<file path="src/rtl/irqc_pkg.sv">
package irqc_pkg;

    typedef enum logic [1:0] {
        PIN_FLOAT = 2'd0,
        PIN_HIGH  = 2'd1,
        PIN_LOW   = 2'd2
    } pin_state_e;

    typedef enum logic {
        SEL_STATUS = 1'b0,
        SEL_ENABLE = 1'b1
    } reg_sel_e;

endpackage

</file>
<file path="src/rtl/irqc_group.sv">
module irqc_group #(
    parameter int W = 8
) (
    input  logic         clk,
    input  logic         rst_n,
    input  logic [W-1:0] evt,
    input  logic         wr_stat,
    input  logic         rd_stat,
    input  logic         wr_en,
    input  logic         clr_on_read,
    input  logic [W-1:0] wdata,
    output logic [W-1:0] status,
    output logic [W-1:0] enable,
    output logic         pending
);

    logic [W-1:0] status_nx;

    always_comb begin
        status_nx = status;
        if (wr_stat && !clr_on_read) begin
            status_nx = status_nx & ~wdata;
        end
        if (rd_stat && clr_on_read) begin
            status_nx = '0;
        end
        status_nx = status_nx | evt;
    end

    always_ff @(posedge clk or negedge rst_n) begin
        if (!rst_n) begin
            status <= '0;
            enable <= '0;
        end else begin
            status <= status_nx;
            if (wr_en) begin
                enable <= wdata;
            end
        end
    end

    assign pending = |(status & enable);

endmodule

</file>
<file path="src/rtl/irqc_pin_fsm.sv">
module irqc_pin_fsm
    import irqc_pkg::*;
(
    input  logic clk,
    input  logic rst_n,
    input  logic pending,
    input  logic idle_drive,
    output logic irq_o,
    output logic irq_oe
);

    pin_state_e state, state_nx;

    always_comb begin
        unique case (state)
            PIN_FLOAT,
            PIN_HIGH,
            PIN_LOW: begin
                if (pending) begin
                    state_nx = PIN_LOW;
                end else if (idle_drive) begin
                    state_nx = PIN_HIGH;
                end else begin
                    state_nx = PIN_FLOAT;
                end
            end
            default: state_nx = PIN_FLOAT;
        endcase
    end

    always_ff @(posedge clk or negedge rst_n) begin
        if (!rst_n) begin
            state <= PIN_FLOAT;
        end else begin
            state <= state_nx;
        end
    end

    always_comb begin
        unique case (state)
            PIN_LOW: begin
                irq_o  = 1'b0;
                irq_oe = 1'b1;
            end
            PIN_HIGH: begin
                irq_o  = 1'b1;
                irq_oe = 1'b1;
            end
            default: begin
                irq_o  = 1'b1;
                irq_oe = 1'b0;
            end
        endcase
    end

endmodule

</file>
<file path="src/rtl/irqc_top.sv">
module irqc_top
    import irqc_pkg::*;
#(
    parameter int NUM_GROUPS = 4,
    parameter int GRP_W      = 8,
    localparam int GSEL_W    = (NUM_GROUPS > 1) ? $clog2(NUM_GROUPS) : 1,
    localparam int AW        = GSEL_W + 1,
    localparam int EW        = NUM_GROUPS * GRP_W
) (
    input  logic                  clk,
    input  logic                  rst_n,
    input  logic                  cfg_clr_on_read,
    input  logic                  cfg_idle_drive,
    input  logic [NUM_GROUPS-1:0] grp_exempt,
    input  logic [EW-1:0]         evt_i,
    input  logic                  cpu_wr,
    input  logic                  cpu_rd,
    input  logic [AW-1:0]         cpu_addr,
    input  logic [GRP_W-1:0]      cpu_wdata,
    output logic [GRP_W-1:0]      cpu_rdata,
    output logic                  irq_o,
    output logic                  irq_oe
);

    logic [GSEL_W-1:0]     grp_idx;
    reg_sel_e              reg_sel;
    logic [EW-1:0]         status_flat;
    logic [EW-1:0]         enable_flat;
    logic [NUM_GROUPS-1:0] pend_vec;
    logic [GRP_W-1:0]      rd_mux;

    assign grp_idx = cpu_addr[AW-1:1];
    assign reg_sel = reg_sel_e'(cpu_addr[0]);

    for (genvar g = 0; g < NUM_GROUPS; g++) begin : g_grp
        logic hit;
        assign hit = (grp_idx == GSEL_W'(g));

        irqc_group #(.W(GRP_W)) u_group (
            .clk         (clk),
            .rst_n       (rst_n),
            .evt         (evt_i[g*GRP_W +: GRP_W]),
            .wr_stat     (cpu_wr && hit && (reg_sel == SEL_STATUS)),
            .rd_stat     (cpu_rd && hit && (reg_sel == SEL_STATUS)),
            .wr_en       (cpu_wr && hit && (reg_sel == SEL_ENABLE)),
            .clr_on_read (cfg_clr_on_read && !grp_exempt[g]),
            .wdata       (cpu_wdata),
            .status      (status_flat[g*GRP_W +: GRP_W]),
            .enable      (enable_flat[g*GRP_W +: GRP_W]),
            .pending     (pend_vec[g])
        );
    end

    always_comb begin
        rd_mux = '0;
        for (int g = 0; g < NUM_GROUPS; g++) begin
            if (grp_idx == GSEL_W'(g)) begin
                rd_mux = (reg_sel == SEL_ENABLE) ? enable_flat[g*GRP_W +: GRP_W]
                                                 : status_flat[g*GRP_W +: GRP_W];
            end
        end
    end

    always_ff @(posedge clk or negedge rst_n) begin
        if (!rst_n) begin
            cpu_rdata <= '0;
        end else if (cpu_rd) begin
            cpu_rdata <= rd_mux;
        end
    end

    irqc_pin_fsm u_pin (
        .clk        (clk),
        .rst_n      (rst_n),
        .pending    (|pend_vec),
        .idle_drive (cfg_idle_drive),
        .irq_o      (irq_o),
        .irq_oe     (irq_oe)
    );

endmodule

</file>
<file path="config.mk">
export PLATFORM = sky130hd
export DESIGN_NAME = irqc_top
export DESIGN_NICKNAME = d
export VERILOG_FILES = /design/src/rtl/irqc_pkg.sv /design/src/rtl/irqc_group.sv /design/src/rtl/irqc_pin_fsm.sv /design/src/rtl/irqc_top.sv
export SDC_FILE = /design/constraint.sdc
export NUM_CORES = 1
export LEC_CHECK = 0
export ABC_AREA = 1
export BUFFER_PORTS_ARGS = -buffer_cell sky130_fd_sc_hd__buf_2
export CORE_UTILIZATION = 30
export CTS_BUF_LIST = sky130_fd_sc_hd__clkbuf_8
export DETAILED_ROUTE_END_ITERATION = 6
export GPL_TIMING_DRIVEN = 0
export HOLD_SLACK_MARGIN = 0.15
export SETUP_SLACK_MARGIN = 0.4
export SLEW_MARGIN = 40
export SYNTH_ARGS = -nofsm -noshare
export SYNTH_HDL_FRONTEND = slang
export SYNTH_SLANG_ARGS = --single-unit
</file>
<file path="constraint.sdc">
create_clock -name clk -period 1.6 [get_ports clk]
set_input_delay 0.32 -clock clk [delete_from_list [all_inputs] [get_ports clk]]
set_output_delay 0.32 -clock clk [all_outputs]
set_load 0.01 [all_outputs]
</file>
==> results.toml <==
[worst_hold_path]
hold_path_class = "primary input to register"
worstHoldPathCells = 2

[clock_tree]
clock_path_buffers = 2
cts_max_level = 3
clk_pin_slew_worst_setup_hold_paths_ns = 0.07
clk_latency_ns = 0.37
clock-sinks = 74
cts_root_buffer = "sky130_fd_sc_hd__clkbuf_8"
numCtsBuffers = 9
cts_tree = "built"

[sta]
final-setup-viol-count = 0
finalHoldViolations = 0
fmax_mhz = 653.1
tightest_slew_ns = 0.4704
rsz0062_at_grt = "yes"
final_period_minus_worst_setup_slack_ns = 1.531
final.setup_skew_ns = 0.01146
final.period_utilization = 0.9569
timing.final.max_slew_violations = 0
timing.slew.headroom = 0.6853

[synth]
synth_seq_cells = 74
synth.yosys.warnings = 0
synthesis.area_per_instance_sq_um = 7.691
mappedNetlistNets = 552
postSynthCellCount = 497
ys_seq_area_frac = 0.4845
netlist-cell-type-count = 20
synth.cell_area_sq_mm = 0.003822

[global_routing]
maximum_number_of_pins_on_one_net_before_global_route_repair = 40
gr-usage-all-layers = 0.1824
overflow = 0
via_count_of_the_first_global_routing_pass = 3404
grt_pass1_wl_mm = 17.82
antenna_found_initial = 0

[routing]
wirelength_mm = 11.37
starting_drc_count_in_detailed_routing = 207
ant_nets = 0
drt-wirelength-per-cell_um = 14.46
number_of_design_rule_violations_left_after_detail_routing = 0
detail_route.vias_per_cell = 4.740
route.vias.total = 3726
first_pass_iters = 5

[power]
worst_ir_drop_vdd_mv = 0.5982
netSwitchingFraction = 0.2798
clkPwrFrac = 0.369
netSwitchingPower_uw = 1392
combPwrFrac = 0.184
cellInternalPower_uw = 3584
power_per_cell_area_mw_per_mm2 = 985.8
seq_power_share = 0.447
total_power_uw = 4977
p_leak_uw = 0.002577

[floorplan]
dieArea_sq_mm = 0.01320
ios = 63
floorplan.die.width_um = 114.9
floorplan.rows = 40
floorplan.die.height_um = 114.9
initial_utilization = 0.3130
core_area_sq_mm = 0.01221

[finish]
fillers = 1288
area_growth_syn_to_layout_pct = 32.08
finish.net_count = 668
drive_gt1_frac = 0.2023
antenna_cells_inserted = 0
fin_area_sq_mm = 0.005049

[setup_path]
critical_path.slowest_cell = "sky130_fd_sc_hd__dfrtp_1"
setup.reg_to_reg.worst_slack_ns = 0.47
cp_cell_sequence = "ha_1, inv_1, buf_2"
cp_slowest_stage_delay_ns = 0.38
critPathRequiredTime_ns = 1.28
critPathMaxFanout = 2
r2r_cells = 7
worstSetupPathType = "register to primary output"
worst_setup_path_start_kind = "register"
worstPathArrival_ns = 1.21
worst_setup_ep_type = "primary output"

[placed_design]
hpwlAfterDp_mm = 8.214
place.port_buffers = 62
place_area_sq_mm = 0.004369
final_weighted_congestion_of_routability_driven_global_placement = 0.8703

[job]
max_cap_violations = 0

[status]
outcome = "completed"
## state kept, by name, indices dropped and copies added (netlist names)
register / flops
g_grp.u_group.enable: 32
g_grp.u_group.status: 32
cpu_rdata: 8
u_pin.state: 2
## kinds of logic after synthesis
group                      Yosys count  share of synthesized area
AOI/OAI and AO/OA                  115                     0.1715
adders and majority gates            2                   0.006546
buffers and inverters               43                    0.05401
DFF                                 74                     0.4845
and+or+nand+nor                    263                     0.2835
## worst paths after layout
check,from,endpoint
setup / recovery,u_pin.state[1]$_DFF_PN0_,irq_oe
hold / removal,evt_i[18],g_grp[2].u_group.status[2]$_DFF_PN0_
setup reg to reg,g_grp[1].u_group.status[7]$_DFF_PN0_,u_pin.state[0]$_DFF_PN0_
hold reg to reg,cpu_rdata[3]$_DFFE_PN0P_,cpu_rdata[3]$_DFFE_PN0P_
max in group asynchronous,rst_n,g_grp[1].u_group.enable[7]$_DFFE_PN0P_
min in group asynchronous,rst_n,g_grp[3].u_group.status[0]$_DFF_PN0_
## metal layers
| layer | share of wire | wire length [um] | GRT usage | vias up |
|---|---|---|---|---|
| met5 | 0 | 0 | 0 | - |
| met2 | 0.48 | 5443 | 0.2984 | 82 |
| li1 | - | - | - | 1821 |
| met4 | 0.018 | 200 | 0.05541 | 0 |
| met1 | 0.46 | 5254 | 0.2405 | 1807 |
| met3 | 0.041 | 468 | 0.04112 | 16 |
## placed cells by master (no fill, tap or decap), types with 3 or more instances in the layout
cell type	netlist	routed
sky130_fd_sc_hd__o21bai_1	32	32
sky130_fd_sc_hd__clkbuf_8	0	11
sky130_fd_sc_hd__dlygate4sd3_1	0	31
sky130_fd_sc_hd__o21ai_0	68	65
sky130_fd_sc_hd__dfrtp_1	74	74
sky130_fd_sc_hd__nand2_2	12	12
sky130_fd_sc_hd__nand2_1	188	188
sky130_fd_sc_hd__buf_2	6	66
sky130_fd_sc_hd__buf_6	4	6
sky130_fd_sc_hd__nor2_1	46	44
sky130_fd_sc_hd__nor2_2	4	5
sky130_fd_sc_hd__bufinv_16	0	3
sky130_fd_sc_hd__nand3_1	8	8
sky130_fd_sc_hd__o21ai_1	14	17
sky130_fd_sc_hd__nor3b_4	0	3
sky130_fd_sc_hd__buf_4	2	13
sky130_fd_sc_hd__inv_1	29	29
## through the flow
stage / hold slack (ns) / utilization / TNS (ns) / std cells / setup WS, ns
after global placement: 0.4579 / 0.3556 / -19.18 / 727 / -0.2648
after detailed placement: 0.2392 / 0.3578 / -0.07034 / 728 / -0.01286
final: 0.1621 / 0.4134 / 0 / 786 / 0.06891
after floorplan: 0.02441 / - / 0 / 497 / 0.4589
after global routing: 0.1626 / 0.4134 / 0 / 786 / 0.02405
after CTS: 0.1575 / 0.4087 / 0 / 781 / 0.05117
## critical path, delay by kind of cell, from the launching register on
family,cells,cell delay [ns]
flops,1,0.38
buf+inv,2,0.18
fa+ha+maj,1,0.29
## cell type report
cell class	count	area [sq um]	share of cell area
Clock inverter	5	100.1	0.01983
Timing Repair Buffer	105	735.7	0.1457
Clock buffer	11	151.4	0.02999
Sequential cell	74	1852	0.3668
Inverter	30	112.6	0.02230
Tap cell	168	210.2	0.04164
Buffer	13	93.84	0.01859
Multi-Input combinational cell	380	1793	0.3551
## power by group through the flow
stage / Sequential [uW] / Combinational [uW] / Clock (uW)
6_report: 2230 / 915 / 1840
3_3_place_gp: 2250 / 792 / 0
2_1_floorplan: 2230 / 511 / 0
3_5_place_dp: 2260 / 816 / 0
4_1_cts: 2220 / 905 / 1860
5_1_grt: 2250 / 1030 / 1950
## repair_timing
| item | in CTS | in global routing |
|---|---|---|
| gates cloned | 0 | 0 |
| hold endpoints to repair | 65 | 0 |
| buffers inserted | 6 | 5 |
| hold buffers | 31 | 0 |
| pin swaps | 1 | 1 |
| gates resized for setup | 3 | 7 |
| setup endpoints to repair | 28 | 28 |
## Yosys cell counts
library cell / n / area [sq um]
sky130_fd_sc_hd__nor2_1: 46 / 172.7
sky130_fd_sc_hd__inv_2: 1 / 3.750
sky130_fd_sc_hd__o21bai_1: 32 / 240.2
sky130_fd_sc_hd__o21ai_1: 14 / 70.07
sky130_fd_sc_hd__nand3_1: 8 / 40.04
sky130_fd_sc_hd__nand4_1: 1 / 6.260
sky130_fd_sc_hd__clkbuf_1: 1 / 3.750
sky130_fd_sc_hd__ha_1: 2 / 25.02
sky130_fd_sc_hd__nor3b_2: 3 / 37.54
sky130_fd_sc_hd__nand2_2: 12 / 75.07
sky130_fd_sc_hd__nor4_4: 1 / 21.27
sky130_fd_sc_hd__buf_6: 4 / 45.04
sky130_fd_sc_hd__nor2_2: 4 / 25.02
sky130_fd_sc_hd__o21ai_0: 68 / 340.3
sky130_fd_sc_hd__nand2_1: 188 / 705.7
sky130_fd_sc_hd__buf_2: 6 / 30.03
sky130_fd_sc_hd__inv_1: 29 / 108.9
sky130_fd_sc_hd__a21oi_1: 1 / 5.000
sky130_fd_sc_hd__buf_4: 2 / 15.01
sky130_fd_sc_hd__dfrtp_1: 74 / 1852
No activity file was read; power rests on OpenSTA's default activity.
